--- config.mk ---
export PLATFORM = sky130hd
export DESIGN_NAME = bitsync_top
export DESIGN_NICKNAME = d
export VERILOG_FILES = /design/src/rtl/bitsync_pkg.sv /design/src/rtl/bitsync_inq.sv /design/src/rtl/bitsync_phase.sv /design/src/rtl/bitsync_lock.sv /design/src/rtl/bitsync_top.sv
export SDC_FILE = /design/constraint.sdc
export NUM_CORES = 1
export LEC_CHECK = 0
export ABC_CLOCK_PERIOD_IN_PS = 16100
export BUFFER_PORTS_ARGS = -buffer_cell sky130_fd_sc_hd__buf_2
export CAP_MARGIN = 10
export CORE_AREA = 2 2 114 116
export DETAILED_ROUTE_END_ITERATION = 12
export DIE_AREA = 0 0 116 118
export GPL_ROUTABILITY_DRIVEN = 0
export PLACE_DENSITY = 0.54
export SETUP_SLACK_MARGIN = 0.5
export SYNTH_ARGS = -nofsm -noshare
export SYNTH_HDL_FRONTEND = slang
export SYNTH_SLANG_ARGS = --single-unit
--- constraint.sdc ---
create_clock -name clk -period 16.1 [get_ports clk]
set_input_delay 0.805 -clock clk [delete_from_list [all_inputs] [get_ports clk]]
set_output_delay 0.805 -clock clk [all_outputs]
set_load 0.01 [all_outputs]
--- src/rtl/bitsync_pkg.sv ---
package bitsync_pkg;

  localparam int FRAC = 4;

  // fold a phase into [-P/2, P/2)
  function automatic logic signed [31:0] fold_err(input logic signed [31:0] ph,
                                                  input logic signed [31:0] p);
    return (ph >= (p >>> 1)) ? ph - p : ph;
  endfunction

  // fractional gain as arithmetic shift by sel+1
  function automatic logic signed [31:0] scale_err(input logic signed [31:0] e,
                                                   input logic [1:0] sel);
    return e >>> ({1'b0, sel} + 3'd1);
  endfunction

  function automatic logic signed [31:0] abs_err(input logic signed [31:0] e);
    return (e < 0) ? -e : e;
  endfunction

  function automatic logic within_eighth(input logic signed [31:0] e,
                                         input logic signed [31:0] p);
    return abs_err(e) <= (p >>> 3);
  endfunction

  function automatic logic beyond_quarter(input logic signed [31:0] e,
                                          input logic signed [31:0] p);
    return abs_err(e) > (p >>> 2);
  endfunction

endpackage

--- src/rtl/bitsync_inq.sv ---
module bitsync_inq (
  input  logic clk,
  input  logic rst_n,
  input  logic din_i,
  output logic edge_o,
  output logic data_o
);
  logic [2:0] stg_q;

  always_ff @(posedge clk) begin
    if (!rst_n) stg_q <= '0;
    else        stg_q <= {stg_q[1:0], din_i};
  end

  assign data_o = stg_q[1];
  assign edge_o = stg_q[1] ^ stg_q[2];
endmodule

--- src/rtl/bitsync_phase.sv ---
module bitsync_phase
  import bitsync_pkg::*;
#(
  parameter int PW = 7
) (
  input  logic                         clk,
  input  logic                         rst_n,
  input  logic                         edge_i,
  input  logic [PW-1:0]                period_i,
  input  logic [1:0]                   gain_i,
  output logic signed [PW+FRAC+1:0]    ph_o,
  output logic signed [PW+FRAC+1:0]    err_o,
  output logic signed [PW+FRAC+1:0]    pfix_o,
  output logic                         cross_o
);
  localparam int AW = PW + FRAC + 2;
  localparam logic signed [AW-1:0] ONE = AW'(2 ** FRAC);

  logic signed [AW-1:0] ph_q, pfix, half, err, corr, raw, nxt;

  always_comb begin
    pfix = $signed({2'b00, period_i, {FRAC{1'b0}}});
    half = pfix >>> 1;
    err  = AW'(fold_err(32'(ph_q), 32'(pfix)));
    corr = edge_i ? AW'(scale_err(32'(err), gain_i)) : '0;
    raw  = ph_q + ONE - corr;
    if (raw >= pfix)   nxt = raw - pfix;
    else if (raw < 0)  nxt = raw + pfix;
    else               nxt = raw;
    cross_o = (ph_q < half) && (raw >= half) && (raw < pfix);
  end

  always_ff @(posedge clk) begin
    if (!rst_n) ph_q <= '0;
    else        ph_q <= nxt;
  end

  assign ph_o   = ph_q;
  assign err_o  = err;
  assign pfix_o = pfix;
endmodule

--- src/rtl/bitsync_lock.sv ---
module bitsync_lock
  import bitsync_pkg::*;
#(
  parameter int AW       = 13,
  parameter int LOCK_N   = 8,
  parameter int UNLOCK_N = 4
) (
  input  logic                 clk,
  input  logic                 rst_n,
  input  logic                 edge_i,
  input  logic signed [AW-1:0] err_i,
  input  logic signed [AW-1:0] pfix_i,
  output logic                 lock_o
);
  localparam int GW = $clog2(LOCK_N + 1);
  localparam int BW = $clog2(UNLOCK_N + 1);

  logic [GW-1:0] good_q;
  logic [BW-1:0] bad_q;
  logic          lock_q, tight, loose;

  always_comb begin
    tight = within_eighth(32'(err_i), 32'(pfix_i));
    loose = beyond_quarter(32'(err_i), 32'(pfix_i));
  end

  always_ff @(posedge clk) begin
    if (!rst_n) begin
      good_q <= '0;
      bad_q  <= '0;
      lock_q <= 1'b0;
    end else if (edge_i) begin
      if (!lock_q) begin
        if (!tight)                              good_q <= '0;
        else if (good_q == GW'(LOCK_N - 1)) begin
          lock_q <= 1'b1;
          good_q <= '0;
          bad_q  <= '0;
        end else                                 good_q <= good_q + 1'b1;
      end else begin
        if (!loose)                              bad_q <= '0;
        else if (bad_q == BW'(UNLOCK_N - 1)) begin
          lock_q <= 1'b0;
          bad_q  <= '0;
          good_q <= '0;
        end else                                 bad_q <= bad_q + 1'b1;
      end
    end
  end

  assign lock_o = lock_q;
endmodule

--- src/rtl/bitsync_top.sv ---
module bitsync_top
  import bitsync_pkg::*;
#(
  parameter int OSR      = 16,
  parameter int PW       = $clog2(OSR) + 3,
  parameter int LOCK_N   = 8,
  parameter int UNLOCK_N = 4
) (
  input  logic          clk,
  input  logic          rst_n,
  input  logic          din_i,
  input  logic [PW-1:0] period_i,
  input  logic [1:0]    gain_i,
  output logic          strobe_o,
  output logic          bit_o,
  output logic          lock_o
);
  localparam int AW = PW + FRAC + 2;

  logic                 edge_w, data_w, cross_w;
  logic signed [AW-1:0] ph_w, err_w, pfix_w;
  logic                 strobe_q, bit_q;

  bitsync_inq u_inq (
    .clk    (clk),
    .rst_n  (rst_n),
    .din_i  (din_i),
    .edge_o (edge_w),
    .data_o (data_w)
  );

  bitsync_phase #(.PW(PW)) u_phase (
    .clk      (clk),
    .rst_n    (rst_n),
    .edge_i   (edge_w),
    .period_i (period_i),
    .gain_i   (gain_i),
    .ph_o     (ph_w),
    .err_o    (err_w),
    .pfix_o   (pfix_w),
    .cross_o  (cross_w)
  );

  bitsync_lock #(.AW(AW), .LOCK_N(LOCK_N), .UNLOCK_N(UNLOCK_N)) u_lock (
    .clk    (clk),
    .rst_n  (rst_n),
    .edge_i (edge_w),
    .err_i  (err_w),
    .pfix_i (pfix_w),
    .lock_o (lock_o)
  );

  always_ff @(posedge clk) begin
    if (!rst_n) begin
      strobe_q <= 1'b0;
      bit_q    <= 1'b0;
    end else begin
      strobe_q <= cross_w;
      if (cross_w) bit_q <= data_w;
    end
  end

  assign strobe_o = strobe_q;
  assign bit_o    = bit_q;
endmodule

==> out/qor.yml, run 1 <==
detailed_routing:
  vias: 3893
  via_per_inst: 5.43
  avgRoutedWirePerCell_um: 15.8
  dr_wl_met3_um: 328
  antenna_left: 0
  drt_iter0_drc: 234
  met1_length_mm: 5.17
  firstDrtPassIters: 6
  top_layer: "met4"
  wl_met2_mm: 5.52
  drc: 0
  postRouteWirelength_mm: 11.4
clock_network:
  clkSinkCount: 26
  hold_buffers: 0
  numCtsBuffers: 3
  cts_setup_buffers: 0
  clk_pin_slew_ps: 70
  cts_resized: 0
  cts-htree-levels: 1
  cts_root_buffer: "clkbuf_16"
  insertion_delay_ps: 270
  cts_buffer_depth: 2
  cts_tree: "yes"
place:
  placed_cells: 713
  dp_hpwl_mm: 9.20
  placement.io_buffers: 14
synthesis:
  synth_top_flop_cell: "dfxtp_1"
  syn_avg_cell_area_um2: 7.73
  synth_edf_count: 0
  yosysUniqueCellTypes: 65
  synthesis.nets: 634
  synth-seq-area-share_pct: 12.4
  yosysWarnings: 0
  synth_seq_cells: 26
  synthArstFlopShare_pct: 0
  syn_area_um2: 4180
  synth_cells: 541
hold_path:
  hold_class: "flop to flop"
floorplanning:
  ios: 15
  start_util_pct: 33.7
  floorplan.die.height_um: 118
  core_area_um2: 12400
  rows: 41
  dieArea_um2: 13700
  fp.dieW_um: 116
sta:
  slew-limit-headroom_pct: 23.7
  period_minus_slack_ps: 7710
  hold_viol: 0
  fin_crit_sh_pct: 47.9
  setup_tns_ps: 0
  setup_viol: 0
  rsz0062_at_grt: "no"
  slew_viol_final: 0
  fin_skew_ps: 6.19
  max_freq_mhz: 130
  tightest_slew_ps: 1140
worst_setup_path:
  cp.arrival_ps: 7880
  crit_type: "input pin to flop"
  startpoint_type: "input pin"
  cp.required_ps: 16270
  cpMaxStageDelayCell: "o41a_1"
  crit_path_frequent_cell: "ha_1"
  path_buf_inv: 2
  cp_slowest_stage_delay_ps: 500
  cp-end-kind: "flop"
  cpLargestDelayFamily: "compound AO/OA/AOI/OAI gates"
  path_max_fanout: 18
finish:
  final_nets: 639
  drive_above_1_share_pct: 6.97
  syn_to_final_growth_pct: 8.02
  insertedDiodeCount: 0
  finalNonFillerCells: 717
global_routing:
  grt_usage_pct: 16.9
  grt_pass1_vias: 3751
  grt_max_degree: 33
  antenna_found_initial: 0
  grt_overflow: 0
  grt_pass1_wl_mm: 18.6
status:
  status: "finished, final reports clean"
run:
  maxCapViolations: 0
synthesized netlist by cell type, types with 7 or more instances:
library cell | count | area (µm²)
clkbuf_1 | 12 | 45.0
dfxtp_1 | 26 | 521
nand4_1 | 7 | 43.8
o21ai_0 | 34 | 170
inv_1 | 33 | 124
nor4_1 | 7 | 43.8
a21oi_1 | 39 | 195
xnor2_1 | 21 | 184
nand2_1 | 52 | 195
o21bai_1 | 9 | 67.6
and2_1 | 9 | 56.3
xor2_1 | 11 | 96.3
nand2b_1 | 9 | 56.3
nand3_1 | 11 | 55.1
ha_1 | 77 | 963
o211ai_1 | 7 | 52.6
nor2_1 | 41 | 154
o21a_1 | 9 | 67.6
nor2b_1 | 15 | 93.8
mux2i_1 | 17 | 170
final timing paths:
check                                      from              end  slack [ps]  cells past startpoint
worst min-delay path             u_inq.stg_q[0]   u_inq.stg_q[1]         440                      1
worst max register to register  u_phase.ph_o[7]  u_phase.ph_o[5]        8700                     29
worst min register to register   u_inq.stg_q[0]   u_inq.stg_q[1]         440                      1
worst max-delay path                period_i[1]  u_phase.ph_o[5]        8390                     31
final cells by class:
cell class	count	area, µm²
clock buffers	3	75.1
clock inverters	1	30.0
fillers	1336	7900
inverters	33	124
multi-input cells	468	3480
flip-flops and latches	26	520
well taps	172	215
repair buffers	14	70.1
per-stage QoR:
step / utilization (%) / worst slack [ps] / area, µm² / hold WS [ps]
floorplan: - / 9160 / 4180 / 412
global placement: 35.5 / 8370 / 4410 / 413
detailed placement: 35.5 / 8150 / 4410 / 426
CTS: 36.4 / 8400 / 4520 / 445
global route: 36.4 / 7810 / 4520 / 477
finish: 36.4 / 8390 / 4520 / 437
cell families (layout without fill, tap and decap cells):
logic type | count (synthesis) | count (layout) | share of synthesized area [%]
fa+ha+maj | 81 | 81 | 24.9
compound gates | 147 | 147 | 23.1
simple gates | 185 | 185 | 22.9
mux | 23 | 23 | 5.68
flops | 26 | 26 | 12.4
buf+inv | 47 | 51 | 4.28
xor+xnor | 32 | 32 | 6.70
per-layer routing:
metal  vias to the layer above  track usage (%)
li1                       1976                -
met2                        97             28.8
met3                        26             1.70
met4                         0             5.73
met5                         -                0
met1                      1794             22.0
state kept, by name, indices dropped and copies added (netlist names):
name	cells
u_phase.ph_o	13
bit_o	1
u_lock.bad_q	3
strobe_o	1
u_inq.stg_q	3
u_lock.lock_o	1
u_lock.good_q	4
layout by cell type, fill, tap and decap left out, types with 9 or more instances in the layout:
cell type  netlist  routed
nand2_1         52      52
nor2b_1         15      15
buf_2            2      14
ha_1            77      77
dfxtp_1         26      26
inv_1           33      33
a21oi_1         39      39
o21bai_1         9       9
o21a_1           9       9
nand2b_1         9       9
xor2_1          11      11
nor2_1          41      41
o21ai_0         34      34
xnor2_1         21      21
nand3_1         11      11
mux2i_1         17      17
and2_1           9       9
Power of run 1 is left out: the tool's default activity adds up to more than one toggle a clock period on the data nets, which glitch-free logic cannot reach.
==> inputs of run 2 (changes only) <==
- ABC_AREA: not set -> 1
- ABC_CLOCK_PERIOD_IN_PS: 16100 -> 7900
- CORE_AREA: 2 2 114 116 -> 2 2 115 117
- DIE_AREA: 0 0 116 118 -> 0 0 117 119
- clock period: 16.1 -> 7.9 ns (I/O delays scaled with it)
==> run 2 against run 1 <==
  * Critical path depth up 4
  * Count of clock-buffer cells in the layout unchanged
  * First-iteration DRC count down 21%
  * Non-clock buffer count unchanged
  * Via count up 9.7%
  * Highest routed layer unchanged
  * Area after synthesis up 1.9%
  * Register-to-register slack worse by 7200 ps
  * Critical path type is now flop to flop
  * Critical endpoint is now u_phase.ph_o[11]
  * Hold slack worse by 130 ps
==> out/qor.yml, run 2 <==
status:
  status: "finished, final reports clean"
clock_network:
  clkSinkCount: 26
  numCtsBuffers: 3
  cts_tree: "yes"
  cts_resized: 0
  hold_buffers: 0
  cts_root_buffer: "clkbuf_16"
  cts_setup_buffers: 0
  cts_buffer_depth: 2
  clk_pin_slew_ps: 70
  insertion_delay_ps: 270
  cts-htree-levels: 1
detailed_routing:
  via_per_inst: 5.06
  avgRoutedWirePerCell_um: 14.3
  vias: 4269
  drc: 0
  antenna_left: 0
  drt_iter0_drc: 186
  postRouteWirelength_mm: 12.1
  firstDrtPassIters: 5
worst_setup_path:
  startpoint_type: "flop"
  cp_slowest_stage_delay_ps: 450
  crit_start: "u_phase.ph_o[8]"
  cp-end-kind: "flop"
  cpMaxStageDelayCell: "fa_1"
  cp.required_ps: 8070
  cp.arrival_ps: 6570
  crit_type: "flop to flop"
  timing.rr.start: "u_phase.ph_o[8]"
  crit_path_frequent_cell: "nand2_1"
  path_max_fanout: 10
global_routing:
  grt_pass1_wl_mm: 20.0
  antenna_found_initial: 0
  grt_overflow: 0
  grt_usage_pct: 18.0
  grt_pass1_vias: 4136
  grt_max_degree: 18
floorplanning:
  rows: 42
  dieArea_um2: 13900
  fp.dieW_um: 117
  start_util_pct: 33.1
  floorplan.die.height_um: 119
  core_area_um2: 12900
  ios: 15
synthesis:
  synth_top_area_share_pct: 22.6
  synth_edf_count: 0
  synthTopCellsByArea: "ha_1, nand2_1, dfxtp_1"
  syn_avg_cell_area_um2: 6.46
  synth_cells: 660
  yosysWarnings: 0
  synth_top_area_cell: "ha_1"
  synth_top_flop_cell: "dfxtp_1"
  synth_seq_cells: 26
  synth_most_common_cell: "nand2_1"
  synthesis.nets: 753
  synthArstFlopShare_pct: 0
  yosys-top-cells-count: "nand2_1, inv_1, ha_1"
  synth-seq-area-share_pct: 12.2
  yosysUniqueCellTypes: 43
  syn_area_um2: 4260
hold_path:
  min_from: "din_i"
  hold_class: "input pin to flop"
sta:
  slew_viol_final: 0
  rsz0062_at_grt: "no"
  period_minus_slack_ps: 6400
  setup_tns_ps: 0
  max_freq_mhz: 156
  hold_viol: 0
  fin_crit_sh_pct: 81.0
  tightest_slew_ps: 555
  slew-limit-headroom_pct: 62.7
  fin_skew_ps: 2.68
  setup_viol: 0
  hold_ws_ps: 302
finish:
  mostFrequentLayoutCell: "nand2_1"
  postLayoutCoreUtil_pct: 35.8
  layout_common_cells: "nand2_1, inv_1, ha_1, nor2_1, a21oi_1"
  syn_to_final_growth_pct: 8.16
  drive_above_1_share_pct: 9.15
  design_area_um2: 4610
  insertedDiodeCount: 0
  largest_register_ffs: 13
  final_nets: 761
place:
  placement.cell_area_um2: 4510
  dp_hpwl_mm: 9.98
  placement.io_buffers: 14
run:
  maxCapViolations: 0
==> run 2: cell types whose count changed in the layout (fill, tap and decap cells not counted), sizes merged, moves of 7 or more <==
cell and delta:
o21a -7, nand2b -10, o21ai +11, and2 -9, nor2 +21, xor2 +7
a21oi +7, nor2b -15, inv +71, nand3 +31, nand2 +104, xnor2 -12
mux2i -16
==> run 2: area by class of cell <==
| cell class | count | area [µm²] |
|---|---|---|
| tap | 176 | 220 |
| inverter | 105 | 394 |
| sequential | 26 | 520 |
| multi-input combinational | 518 | 3300 |
| clock inverter | 1 | 30.0 |
| fill | 1417 | 8260 |
| timing repair buffer | 14 | 70.1 |
| clock buffer | 3 | 75.1 |
==> run 2: path summary, 6_finish.rpt <==
| kind | slack (ps) | endpoint | depth (start not counted) |
|---|---|---|---|
| hold / removal | 300 | u_inq.stg_q[0] | 3 |
| hold reg to reg | 420 | u_inq.stg_q[1] | 2 |
| setup / recovery | 1500 | u_phase.ph_o[11] | 35 |
| setup reg to reg | 1500 | u_phase.ph_o[11] | 35 |
==> run 2: critical path, delay by kind of cell (launching register included) <==
family	cells	cell delay, ps
AO/OA/AOI/OAI	9	1890
buffers and inverters	3	340
XOR/XNOR	1	230
flip-flops	1	420
adder cells (fa/ha/maj)	5	1690
AND/OR/NAND/NOR	17	1690
==> run 2: routing by layer <==
metal,GRT usage [%],part of all wire (%),up-vias
met4,5.51,2.2,0
li1,-,-,2192
met3,1.42,3.5,19
met1,23.5,46,1955
met2,31.1,49,103
met5,0,0,-
==> run 2: per-stage QoR <==
stage / setup slack [ps] / std cells
4_1_cts: 1560 / 843
6_report: 1500 / 843
5_1_grt: 1080 / 843
3_3_place_gp: 1470 / 839
2_1_floorplan: 2550 / 660
3_5_place_dp: 1340 / 839
==> run 2: cells by family (layout without fill, tap and decap cells) <==
group                    after synthesis  after routing  synth area share, %
AND/OR/NAND/NOR                      284            284                 30.5
AO/OA/AOI/OAI                        125            125                 16.6
buffers and inverters                116            123                 10.4
adder cells (fa/ha/maj)               81             81                 24.5
XOR/XNOR                              27             27                 5.55
flip-flops                            26             26                 12.2
multiplexers                           1              1                0.235
Power of run 2 is left out for the same reason.
